## config.mk

```make
export PLATFORM = sky130hd
export DESIGN_NAME = stepper_seq
export DESIGN_NICKNAME = d
export VERILOG_FILES = /design/src/rtl/stp_pkg.sv /design/src/rtl/stp_edge.sv /design/src/rtl/stp_position.sv /design/src/rtl/stp_coil_map.sv /design/src/rtl/stp_bridge_drv.sv /design/src/rtl/stepper_seq.sv
export SDC_FILE = /design/constraint.sdc
export NUM_CORES = 1
export LEC_CHECK = 0
export CAP_MARGIN = 20
export CORE_MARGIN = 2
export CORE_UTILIZATION = 23
export CTS_CLUSTER_SIZE = 20
export DETAILED_ROUTE_END_ITERATION = 7
export PLACE_DENSITY_LB_ADDON = 0.1
export SLEW_MARGIN = 20
export SYNTH_ARGS = -nofsm -noshare
export SYNTH_HDL_FRONTEND = slang
export SYNTH_SLANG_ARGS = --single-unit
```

## constraint.sdc

```tcl
create_clock -name clk -period 1.9 [get_ports clk]
set_input_delay 0.285 -clock clk [delete_from_list [all_inputs] [get_ports clk]]
set_output_delay 0.285 -clock clk [all_outputs]
set_load 0.01 [all_outputs]
```

## src/rtl/stp_pkg.sv

```systemverilog
package stp_pkg;
  localparam int COILS       = 2;
  localparam int TERMS       = 2 * COILS;
  localparam int HALF_PHASES = 8;
  localparam int IDX_W       = $clog2(HALF_PHASES);

  typedef enum logic [1:0] {
    COIL_IDLE = 2'd0,
    COIL_POS  = 2'd1,
    COIL_NEG  = 2'd2
  } coil_drive_e;
endpackage

```

## src/rtl/stp_edge.sv

```systemverilog
module stp_edge (
  input  logic clk,
  input  logic rst_n,
  input  logic level_i,
  output logic rise_o
);
  logic prev_q;

  // Reset high so a step input already high at reset is not taken as a step.
  always_ff @(posedge clk or negedge rst_n) begin
    if (!rst_n) prev_q <= 1'b1;
    else        prev_q <= level_i;
  end

  assign rise_o = level_i & ~prev_q;

  p_single_pulse_r1: assert property (@(posedge clk) disable iff (!rst_n)
    rise_o |=> !rise_o);
endmodule

```

## src/rtl/stp_position.sv

```systemverilog
module stp_position
  import stp_pkg::*;
(
  input  logic             clk,
  input  logic             rst_n,
  input  logic             adv_i,
  input  logic             rev_i,
  input  logic             half_i,
  input  logic             home_i,
  output logic [IDX_W-1:0] idx_o
);
  logic [IDX_W-1:0] idx_q, stride, idx_nxt;

  always_comb begin
    // Full steps from an odd phase move one, to realign onto the even grid.
    stride = (half_i || idx_q[0]) ? IDX_W'(1) : IDX_W'(2);
    idx_nxt = rev_i ? (idx_q - stride) : (idx_q + stride);
  end

  always_ff @(posedge clk or negedge rst_n) begin
    if (!rst_n)      idx_q <= '0;
    else if (home_i) idx_q <= '0;
    else if (adv_i)  idx_q <= idx_nxt;
  end

  assign idx_o = idx_q;

  p_hold_r1: assert property (@(posedge clk) disable iff (!rst_n)
    (!adv_i && !home_i) |=> $stable(idx_q));
  p_half_one_r3: assert property (@(posedge clk) disable iff (!rst_n)
    (adv_i && half_i && !home_i) |=>
      ((idx_q == $past(idx_q) + 1'b1) || (idx_q == $past(idx_q) - 1'b1)));
  p_full_even_r7: assert property (@(posedge clk) disable iff (!rst_n)
    (adv_i && !half_i && !home_i) |=> !idx_q[0]);
  p_home_r9: assert property (@(posedge clk) disable iff (!rst_n)
    home_i |=> (idx_q == '0));
endmodule

```

## src/rtl/stp_coil_map.sv

```systemverilog
module stp_coil_map
  import stp_pkg::*;
(
  input  logic [IDX_W-1:0]        idx_i,
  output coil_drive_e [COILS-1:0] drv_o
);
  // Entry 0 is coil 1 and entry 1 is coil 2. Even phases drive both coils.
  always_comb begin
    unique case (idx_i)
      3'd0: drv_o = {COIL_POS,  COIL_POS };
      3'd1: drv_o = {COIL_POS,  COIL_IDLE};
      3'd2: drv_o = {COIL_POS,  COIL_NEG };
      3'd3: drv_o = {COIL_IDLE, COIL_NEG };
      3'd4: drv_o = {COIL_NEG,  COIL_NEG };
      3'd5: drv_o = {COIL_NEG,  COIL_IDLE};
      3'd6: drv_o = {COIL_NEG,  COIL_POS };
      default: drv_o = {COIL_IDLE, COIL_POS};
    endcase
  end
endmodule

```

## src/rtl/stp_bridge_drv.sv

```systemverilog
module stp_bridge_drv
  import stp_pkg::*;
(
  input  logic                    clk,
  input  logic                    rst_n,
  input  coil_drive_e [COILS-1:0] drv_i,
  input  logic                    clamp_i,
  input  logic                    off_i,
  output logic [TERMS-1:0]        hi_o,
  output logic [TERMS-1:0]        lo_o
);
  for (genvar c = 0; c < COILS; c++) begin : g_coil
    logic [1:0] hi_pair, lo_pair;
    always_comb begin
      hi_pair = 2'b00;
      lo_pair = 2'b00;
      if (!off_i) begin
        unique case (drv_i[c])
          COIL_POS: begin hi_pair = 2'b01; lo_pair = 2'b10; end
          COIL_NEG: begin hi_pair = 2'b10; lo_pair = 2'b01; end
          default:  hi_pair = clamp_i ? 2'b11 : 2'b00;
        endcase
      end
    end
    assign hi_o[2*c +: 2] = hi_pair;
    assign lo_o[2*c +: 2] = lo_pair;
  end

  p_no_shoot_r11: assert property (@(posedge clk) disable iff (!rst_n)
    (hi_o & lo_o) == '0);
endmodule

```

## src/rtl/stepper_seq.sv

```systemverilog
module stepper_seq
  import stp_pkg::*;
(
  input  logic             clk,
  input  logic             rst_n,
  input  logic             step_in,
  input  logic             dir_ccw,
  input  logic             half_step,
  input  logic             idle_clamp,
  input  logic             set_hold,
  output logic [TERMS-1:0] hi_en,
  output logic [TERMS-1:0] lo_en,
  output logic             phase_a_n
);
  localparam logic [TERMS-1:0] HOME_HI = {COILS{2'b01}};
  localparam logic [TERMS-1:0] HOME_LO = {COILS{2'b10}};

  logic                    step_rise;
  logic [IDX_W-1:0]        idx;
  coil_drive_e [COILS-1:0] drv;

  stp_edge u_edge (
    .clk(clk), .rst_n(rst_n), .level_i(step_in), .rise_o(step_rise)
  );

  stp_position u_pos (
    .clk(clk), .rst_n(rst_n), .adv_i(step_rise), .rev_i(dir_ccw),
    .half_i(half_step), .home_i(set_hold), .idx_o(idx)
  );

  stp_coil_map u_map (.idx_i(idx), .drv_o(drv));

  stp_bridge_drv u_drv (
    .clk(clk), .rst_n(rst_n), .drv_i(drv),
    .clamp_i(idle_clamp & half_step), .off_i(set_hold),
    .hi_o(hi_en), .lo_o(lo_en)
  );

  assign phase_a_n = ~(set_hold | (idx == '0));

  p_flag_r8: assert property (@(posedge clk) disable iff (!rst_n)
    (!phase_a_n && !set_hold) |-> (hi_en == HOME_HI && lo_en == HOME_LO));
  p_flag_back_r8: assert property (@(posedge clk) disable iff (!rst_n)
    (hi_en == HOME_HI && lo_en == HOME_LO) |-> !phase_a_n);
  p_set_float_r9: assert property (@(posedge clk) disable iff (!rst_n)
    set_hold |-> (hi_en == '0 && lo_en == '0 && !phase_a_n));
endmodule

```

; Word level (Yosys, flattened, before mapping)
; Index checks and enable logic that the tools add are counted.
[word_totals]
register_bits = 4
inputBits = 7
output_inout_bits = 9
[classes]
addsub = 2
n_eq_ne = 10
mux = 14
n_bitwise = 5
n_reduce_logical = 3
[op_table]
columns = operator, count
row1 = 4-bit one-hot mux with 7 select lines, 1
row2 = 2-bit one-hot mux with 2 select lines, 4
row3 = 2-bit two-way mux, 6
row4 = "3-bit equality test, second input constant", 3
row5 = 3-bit two-way mux, 3
row6 = "3-bit by 2-bit equality test with 1-bit output, second input constant", 2
row7 = "2-bit by 1-bit equality test with 1-bit output, second input constant", 2
row8 = "2-bit equality test, second input constant", 2
row9 = 3-bit adder, 1
row10 = "3-bit by 1-bit equality test with 1-bit output, second input constant", 1
row11 = 3-bit zero test, 1
row12 = 3-bit subtractor, 1
row13 = 1-bit AND, 2
row14 = 1-bit NOT, 2
row15 = 2-bit nonzero test, 1
row16 = 1-bit logical OR, 1
row17 = 1-bit OR, 1

; Longest topological paths before layout
; Gate-level depths: netlist (run 1).
[depth]
word_depth = 6
mapped_depth = 6
mapped_depth_nobuf = 5

; Hierarchy
; Synthesis (run 1) repeated with hierarchy kept, for this count alone.
[hier_totals]
hier_cells = 48
hier_area_um2 = 410.4
[by_module_without_submodules]
columns = mod, instances, cells_per_inst, area_per_inst_um2
row1 = stp_position, 1, 16, 173.9
row2 = stp_bridge_drv, 1, 22, 142.6
row3 = stp_edge, 1, 2, 40.0
row4 = stp_coil_map, 1, 5, 38.8
row5 = stepper_seq, 1, 3, 15.0

; Worst setup path after synthesis (run 1)
; No wires, ideal clock.
[synth_path]
path_type = register to register
from = reg u_pos.idx_q[0] (netlist: u_pos.idx_o[0])
to = reg u_pos.idx_q[2] (netlist: u_pos.idx_o[2])
setup_time_ns = 0.120
arrival_ns = 1.509
t_required_ns = 1.780
path_slack_ns = 0.271
path_stages_with_launch = 7
path_buffers = 1
synth_period_minus_slack_ns = 1.629
path_cell_list = dfrtp_1 buf_6 o21a_1 fa_1 xor2_1 a21oi_1 a31o_2
[synth_via]
elab_chain_cells = 6
elab_cells_between_ends = 7
cone_classes = 2 x add/sub / 4 x mux / 1 x reduce/logical
[synth_lines]
columns = element, line_no
row1 = start: declaration, stp_position.sv:12  ; logic [IDX_W-1:0] idx_q, stride, idx_nxt;
row2 = start signal: assignment, stp_position.sv:23  ; else if (adv_i) idx_q <= idx_nxt;
row3 = 1-bit logical OR, stp_position.sv:16  ; stride = (half_i || idx_q[0]) ? IDX_W'(1) : IDX_W'(2);
row4 = 2-bit two-way mux, stp_position.sv:16
row5 = 3-bit adder or 3-bit subtractor (tied branches), stp_position.sv:17  ; idx_nxt = rev_i ? (idx_q - stride) : (idx_q + stride);
row6 = 3-bit two-way mux (*), stp_position.sv:17
row7 = 3-bit two-way mux (*), stp_position.sv:23
row8 = 3-bit two-way mux (*), stp_position.sv:22  ; else if (home_i) idx_q <= '0;
; Mark *: on every way between the ends. The rest lies on a longest branch, timed or not. The select of a mux whose other input is x is not followed.
; A chain may end at the register's enable or synchronous reset.

; Final worst setup path (run 1)
[layout_path]
from = reg u_pos.idx_q[0] (netlist: u_pos.idx_o[0])
to = out lo_en[2]
[layout_via]
elab_chain_cells = 5
elab_cells_between_ends = 12
cone_classes = 8 x eq/ne / 3 x mux / 1 x reduce/logical
[layout_lines]
columns = element, line_no
row1 = 3-bit equality test (tied with other cells), stp_coil_map.sv:9  ; unique case (idx_i)
row2 = 4-bit one-hot mux with 7 select lines (*), stp_coil_map.sv:9
row3 = 2-bit equality test or 2-bit by 1-bit equality test with 1-bit output (tied branches), stp_bridge_drv.sv:18  ; unique case (drv_i[c])
row4 = 2-bit one-hot mux with 2 select lines (*), stp_bridge_drv.sv:18
row5 = 2-bit two-way mux (*), stp_bridge_drv.sv:17  ; if (!off_i) begin
row6 = end: declaration, stepper_seq.sv:12  ; output logic [TERMS-1:0] lo_en,
; Mark *: on every way between the ends. The rest lies on a longest branch, timed or not.

==> results_dict.tcl, run 1 <==
set metrics [dict create \
    grt_antenna_before_repair 0 \
    clockRootBuffer "clkbuf_4" \
    finalHoldViolations 0 \
    die_area_um2 1900 \
    nFillCells 144 \
    slew_headroom_pct 87.9 \
    crit_type "reg -> out" \
    status "complete, no violations" \
    cts_tree "built" \
    start_util_pct 24.2 \
    syn_area_per_cell_um2 8.79 \
    clockBufferDepth 2 \
    crit_fanout 8 \
    clk_latency_ps 240 \
    gp_congestion 0.647 \
    synth_cell_types 23 \
    antenna_cells 0 \
    routed_wl_um 861 \
    io_pins 16 \
    yosysWarnings 0 \
    firstDrtPassIters 4 \
    drive_above_1_share_pct 36.4 \
    yosys_register_bits 4 \
    syn_to_final_growth_pct 70.5 \
    die_h_um 43.6 \
    die_x_um 43.6 \
    synth_top_family_by_area "simple AND/OR/NAND/NOR gates" \
    cp-start-kind "register" \
    setup.worst_path.end_class "primary output" \
    ant_nets 0 \
    num_vias 377 \
    synth_ff_type "dfrtp_1" \
    vdd_drop_max_v 0.000186 \
    seq_area_frac_synth_pct 28.1 \
    grt_pass1_vias 339 \
    placement_rows 14 \
    drc_errors 0 \
    post_synth_fa_ha_maj_area_fraction_pct 5.56 \
    synth_edf_count 0 \
    tightest_slew_ps 177 \
    synth_nets 49 \
    final.setup.worst_slack_ps 86.5 \
    track_usage_pct 10.2 \
    grt_pass1_wl_mm 1.37 \
    max_freq_mhz 551 \
    grt_max_degree 10 \
    clk_pin_slew_ps 50 \
    holdBufCountCts 0 \
    power_density_nw_per_um2 568 \
    htree_levels 1 \
    clock-sinks 4 \
    finalNetCount 75 \
    synth_area_um2 360 \
    synth_compound_area_share_pct 14.2 \
    numCtsBuffers 3 \
    rsz0062_at_grt "no" \
    fin_worst_skew_ps 9.40 \
    period_share_pct 95.4 \
    setup_viol 0 \
    grt.overflow.total 0 \
    dp_slack_ps -94.7 \
    synthArstFlopShare_pct 100 \
    vias_per_cell 4.60 \
    crit_required_ps 1620 \
    first_iter_violations 7 \
    fin_crit_ps 1810 \
    wire_per_inst_um 10.5 \
    synth-simple-area-share_pct 31.6 \
    worst_ep_arrival_time_ps 1530 \
    leakagePower_nw 0.308 \
    whs_ps 239 \
    dpl.hpwl_um 608 \
    min_path_type "in -> async" \
    numPortBuffers 15 \
    drv_cap 0 \
    netlist_instances 41 \
    core-area_um2 1490 \
    synthMuxAreaShare_pct 9.72 \
    finalPower_w 0.000349 \
    synthXorXnorAreaFrac_pct 2.43 \
    final-max-slew-violation-count 0 \
]
==> per-layer routing <==
layer	global-route usage [%]	routed length [um]
met2	14.4	413
met5	0	0
met4	9.09	14
met3	2.50	42
met1	12.5	390
==> where the power goes <==
group | total [W] | switching [W] | internal [W] | leakage, nW
Clock | 0.000122 | 0.0000425 | 0.0000793 | 0.0150
Sequential | 0.000105 | 0.0000128 | 0.0000927 | 0.0466
Combinational | 0.000121 | 0.0000493 | 0.0000720 | 0.247
Total | 0.000349 | 0.000105 | 0.000244 | 0.308
==> timing repair <==
item	4_1_cts	5_1_grt
resized for setup	7	5
endpoints found under the setup margin	8	3
buffers inserted	1	3
==> path summary, 6_finish.rpt <==
path / startpoint / end / slack, ps / depth (start not counted)
worst max-delay path: u_pos.idx_o[0] / lo_en[2] / 90 / 3
worst min-delay path: rst_n / u_pos.idx_o[1] / 240 / 1
worst max register to register: u_pos.idx_o[0] / u_pos.idx_o[2] / 170 / 5
worst min register to register: u_edge.prev_q / u_pos.idx_o[2] / 730 / 2
max in group asynchronous: rst_n / u_edge.prev_q / 1410 / 1
min in group clk: step_in / u_edge.prev_q / 490 / 1
==> cells by family after synthesis <==
family / count (synthesis)
xor+xnor: 1
buf+inv: 5
simple gates: 18
compound gates: 9
fa+ha+maj: 1
flops: 4
mux: 3
==> stage by stage <==
stage | TNS, ps | instances | utilization, % | instance area (um2)
6_report | 0 | 82 | 41.3 | 614
5_1_grt | 0 | 82 | 41.3 | 614
4_1_cts | 0 | 79 | 38.9 | 579
3_5_place_dp | -289 | 74 | 36.9 | 549
3_3_place_gp | -307 | 74 | 36.9 | 549
2_1_floorplan | 0 | 41 | - | 360
==> worst max-delay path: stages, from the launching register on <==
cell             delay, ps
dfrtp_2                470
a21oi_2                160
and2_1                 130
clkdlybuf4s50_1        530
==> Yosys cell counts (2+ instances only) <==
cell | count | area (um2)
dfrtp_1 | 3 | 75.1
nor2_1 | 6 | 22.5
buf_2 | 3 | 15.0
a21oi_1 | 7 | 35.0
mux2i_1 | 2 | 20.0
nand2_1 | 2 | 7.51
nand2b_1 | 2 | 12.5
==> layout make-up <==
cell class / count / area [um2] / area share (%)
Tap cell: 16 / 20.0 / 3.26
Multi-Input combinational cell: 32 / 233 / 37.9
Inverter: 1 / 3.75 / 0.611
Timing Repair Buffer: 25 / 226 / 36.9
Clock buffer: 4 / 26.3 / 4.28
Sequential cell: 4 / 105 / 17.1
==> layout by cell type, fill, tap and decap left out, types with 2 or more instances in the layout <==
cell	synthesis	final
a21oi_1	7	6
buf_4	0	10
clkbuf_4	0	3
clkdlybuf4s50_1	0	7
dfrtp_2	0	3
dlygate4sd2_1	0	5
dlymetal6s2s_1	0	3
mux2i_1	2	2
nand2_1	2	2
nand2b_1	2	2
nor2_1	6	6
==> state kept, by name (all words and copies together), names as in the netlist <==
name           flops
u_edge.prev_q      1
u_pos.idx_o        3
Power figures use the tool's default switching activity.
==> inputs of run 2 (changes only) <==
--- a/config.mk
+++ b/config.mk
@@ -8,6 +8,7 @@
 export CAP_MARGIN = 20
 export CORE_MARGIN = 2
 export CORE_UTILIZATION = 23
+export CTS_BUF_LIST = sky130_fd_sc_hd__clkbuf_16
 export CTS_CLUSTER_SIZE = 20
 export DETAILED_ROUTE_END_ITERATION = 7
 export PLACE_DENSITY_LB_ADDON = 0.1
==> results_dict.tcl, run 2 (same netlist as run 1, synthesis figures left out) <==
set metrics [dict create \
    max_freq_mhz 548 \
    finalHoldViolations 0 \
    mostFrequentLayoutCell "clkdlybuf4s50_1" \
    fin_util_pct 43.0 \
    grt.overflow.total 0 \
    grt_pass1_wl_mm 1.38 \
    grt_max_degree 10 \
    numCtsBuffers 3 \
    crit_required_ps 1620 \
    syn_to_final_growth_pct 77.8 \
    io_pins 16 \
    rsz0062_at_grt "no" \
    whs_ps 261 \
    cp-start-kind "register" \
    status "complete, no violations" \
    setup_viol 0 \
    fin_worst_skew_ps 3.17 \
    placement_rows 14 \
    die_area_um2 1900 \
    drv_cap 0 \
    r2r_slack_ps 170 \
    numPortBuffers 15 \
    antenna_cells 0 \
    start_util_pct 24.2 \
    clk_latency_ps 230 \
    finalNetCount 72 \
    period_share_pct 96.0 \
    final-max-slew-violation-count 0 \
    tightest_slew_ps 300 \
    slew_headroom_pct 80.0 \
    track_usage_pct 10.2 \
    power_density_nw_per_um2 865 \
    firstDrtPassIters 2 \
    drive_above_1_share_pct 31.7 \
    crit_type "reg -> out" \
    clk_pin_slew_ps 30 \
    first_iter_violations 3 \
    htree_levels 1 \
    setup.worst_path.end_class "primary output" \
    min_path_type "in -> async" \
    die_h_um 43.6 \
    crit_chain "a21oi_2 > nor2b_1 > clkdlybuf4s50_1" \
    crit_slowest_cell "clkdlybuf4s50_1" \
    die_x_um 43.6 \
    num_vias 350 \
    grt_antenna_before_repair 0 \
    drc_errors 0 \
    grt_pass1_vias 344 \
    largest_reg_flops 3 \
    finalSetupTns_ps 0 \
    crit_fanout 9 \
    vias_per_cell 4.43 \
    worst_ep_arrival_time_ps 1540 \
    cts_tree "built" \
    r2r_end "u_pos.idx_o[2]" \
    clockBufferDepth 2 \
    wire_per_inst_um 10.3 \
    nFillCells 140 \
    leakagePower_nw 0.311 \
    clockRootBuffer "clkbuf_16" \
    core-area_um2 1490 \
    routed_wl_um 813 \
    vdd_drop_max_v 0.000420 \
    max_stage_delay_ps 540 \
    r2r_start "u_pos.idx_o[0]" \
    clock-sinks 4 \
    dpl.hpwl_um 608 \
    final_cell_mix "8 x clkdlybuf4s50_1, 7 x buf_4, 6 x a21oi_1, 6 x nor2_1, 5 x dlygate4sd2_1" \
    ant_nets 0 \
    gp_congestion 0.647 \
    critPathTopFamily "buffers and inverters" \
    path_buf_inv 1 \
    fin_crit_ps 1820 \
    ff2ff_path_depth 5 \
]
==> run 2: cell types whose count changed in the layout (fill, tap and decap cells not counted) <==
cell	delta
dlymetal6s2s_1	-1
dfrtp_1	+1
buf_4	-3
dfrtp_2	-1
inv_1	+1
clkdlybuf4s50_1	+1
clkbuf_1	-1
clkbuf_16	+3
clkbuf_4	-3
==> run 2: final cells by class <==
class,count,area [um2],share of cell area (%)
clock buffer,3,75.1,11.7
clock inverter,1,3.75,0.586
inverter,1,3.75,0.586
multi-input combinational,32,233,36.3
sequential,4,104,16.2
tap,16,20.0,3.13
timing repair buffer,22,201,31.4
==> run 2: what timing repair did <==
| item | 4_1_cts | 5_1_grt |
|---|---|---|
| gates resized for setup | 7 | 3 |
| endpoints found under the setup margin | 5 | 3 |
| hold buffers | 0 | 0 |
| buffers inserted | 1 | 0 |
==> run 2: worst max path at each step <==
stage | start | end | slack [ps] | depth (start not counted)
after floorplan | u_pos.idx_o[0] | u_pos.idx_o[2] | 270 | 6
after global placement | half_step | u_pos.idx_o[2] | -80 | 7
after detailed placement | half_step | u_pos.idx_o[2] | -90 | 7
after CTS | set_hold | lo_en[3] | 20 | 4
after global routing | u_pos.idx_o[0] | lo_en[3] | 10 | 3
final | u_pos.idx_o[0] | lo_en[3] | 80 | 3
==> run 2: report_power, final <==
group,switching (W),internal [W]
Combinational,0.0000470,0.0000674
Clock,0.0000624,0.000272
Sequential,0.0000131,0.0000926
==> run 2: per-layer routing <==
layer / part of all wire [%] / GRT usage, %
met4: 2.1 / 9.09
met2: 44 / 14.1
met5: 0 / 0
met3: 5.2 / 2.50
met1: 49 / 13.0
==> run 2: metrics by stage <==
step / power [W] / instance area (um2) / cells / setup WS [ps]
after detailed placement: 0.000225 / 549 / 74 / -94.7
after CTS: 0.000559 / 632 / 79 / 19.1
after global placement: 0.000227 / 549 / 74 / -84.6
after floorplan: 0.000165 / 360 / 41 / 271
after global routing: 0.000582 / 641 / 79 / 13.7
final: 0.000554 / 641 / 79 / 76.2
==> inputs of run 3 (changes only) <==
--- a/config.mk
+++ b/config.mk
@@ -6,6 +6,8 @@
 export NUM_CORES = 1
 export LEC_CHECK = 0
 export CAP_MARGIN = 20
+export CELL_PAD_IN_SITES_DETAIL_PLACEMENT = 1
+export CELL_PAD_IN_SITES_GLOBAL_PLACEMENT = 1
 export CORE_MARGIN = 2
 export CORE_UTILIZATION = 23
 export CTS_BUF_LIST = sky130_fd_sc_hd__clkbuf_16
==> results_dict.tcl, run 3 (same netlist as run 1, synthesis figures left out) <==
set metrics [dict create \
    vdd_drop_max_v 0.000298 \
    crit_chain "a21oi_2 > and2_1 > clkdlybuf4s50_1" \
    clk_latency_ps 230 \
    min_path_type "in -> async" \
    final.setup.worst_slack_ps 86.7 \
    power_density_nw_per_um2 889 \
    fin_worst_skew_ps 3.32 \
    final-max-slew-violation-count 0 \
    finalSetupTns_ps 0 \
    antenna_cells 0 \
    ant_nets 0 \
    firstDrtPassIters 4 \
    drive_above_1_share_pct 31.1 \
    register_area_um2 105 \
    vias_per_cell 4.70 \
    slew_headroom_pct 82.8 \
    worst_ep_arrival_time_ps 1530 \
    die_area_um2 1900 \
    finalPower_w 0.000555 \
    final_cell_mix "7 x dlygate4sd2_1, 6 x a21oi_1, 6 x nor2_1, 6 x clkdlybuf4s50_1, 5 x buf_4" \
    syn_to_final_growth_pct 73.3 \
    clockBufferDepth 2 \
    numCtsBuffers 3 \
    postPlaceCellArea_um2 527 \
    start_util_pct 24.2 \
    clk_pin_slew_ps 30 \
    first_iter_violations 3 \
    crit_required_ps 1620 \
    clock-sinks 4 \
    dp_slack_ps -174 \
    rsz0062_at_grt "no" \
    wire_per_inst_um 12.7 \
    finalNetCount 70 \
    grt_max_degree 10 \
    setup.worst_path.end_class "primary output" \
    cp-start-kind "register" \
    cts_tree "built" \
    design_area_um2 624 \
    fin_util_pct 41.9 \
    multi_input_area_um2 233 \
    placement_rows 14 \
    period_share_pct 95.4 \
    track_usage_pct 11.8 \
    dpl.hpwl_um 756 \
    num_vias 362 \
    nFillCells 168 \
    fin_crit_ps 1810 \
    drc_errors 0 \
    clockRootBuffer "clkbuf_16" \
    holdBufCountCts 0 \
    routed_wl_um 978 \
    max_stage_delay_ps 530 \
    htree_levels 1 \
    largest_reg_flops 3 \
    core-area_um2 1490 \
    die_h_um 43.6 \
    status "complete, no violations" \
    finalHoldViolations 0 \
    numPortBuffers 15 \
    mostFrequentLayoutCell "dlygate4sd2_1" \
    crit_type "reg -> out" \
    grt_pass1_wl_mm 1.62 \
    grt_pass1_vias 371 \
    leakagePower_nw 0.304 \
    grt_antenna_before_repair 0 \
    drv_cap 0 \
    io_pins 16 \
    setup_viol 0 \
    crit_slowest_cell "clkdlybuf4s50_1" \
    crit_fanout 9 \
    tightest_slew_ps 258 \
    gp_congestion 0.732 \
    max_freq_mhz 551 \
    grt.overflow.total 0 \
    die_x_um 43.6 \
]
==> run 3: worst max-delay path, delay by kind of cell (launching register included) <==
family | cells | cell delay (ps)
AO/OA/AOI/OAI | 1 | 170
flip-flops | 1 | 460
AND/OR/NAND/NOR | 1 | 140
buffers and inverters | 1 | 530
==> run 3: per-layer routing <==
| metal | wire [um] | vias up | global-route usage, % |
|---|---|---|---|
| met1 | 441 | 171 | 15.1 |
| li1 | - | 177 | - |
| met2 | 473 | 10 | 16.2 |
| met3 | 29 | 4 | 2.50 |
| met4 | 34 | 0 | 10.9 |
| met5 | 0 | - | 0 |
==> run 3: area by class of cell <==
type / instances / share of cell area (%)
Inverter: 1 / 0.601
Clock buffer: 3 / 12.0
Clock inverter: 1 / 0.601
Sequential cell: 4 / 16.8
Multi-Input combinational cell: 32 / 37.3
Timing Repair Buffer: 20 / 29.5
Tap cell: 16 / 3.21
==> run 3: worst paths after layout <==
kind	to	from	cells after the start	slack (ps)
worst max register to register	u_pos.idx_o[2]	u_pos.idx_o[0]	6	140
min in group clk	u_edge.prev_q	step_in	1	510
worst min register to register	u_pos.idx_o[2]	u_edge.prev_q	2	730
worst max-delay path	lo_en[2]	u_pos.idx_o[0]	3	90
max in group asynchronous	u_edge.prev_q	rst_n	1	1410
worst min-delay path	u_pos.idx_o[1]	rst_n	1	260
==> run 3: report_power, final <==
group          switching, W  total, W  internal [W]  leakage (nW)
clock             0.0000647  0.000337      0.000272        0.0423
sequential        0.0000124  0.000105     0.0000930        0.0466
combinational     0.0000497  0.000113     0.0000632         0.215
==> run 3: timing repair <==
action | CTS | global route
endpoints found under the setup margin | 9 | 3
buffers inserted | 1 | 1
gates resized for setup | 9 | 4
endpoints found under the hold margin | 0 | 0
==> run 3: stage by stage <==
| step | hold WS, ps | instances |
|---|---|---|
| detailed placement | 496 | 71 |
| global placement | 486 | 71 |
| global route | 271 | 77 |
| finish | 256 | 77 |
| floorplan | -10.6 | 41 |
| CTS | 257 | 76 |
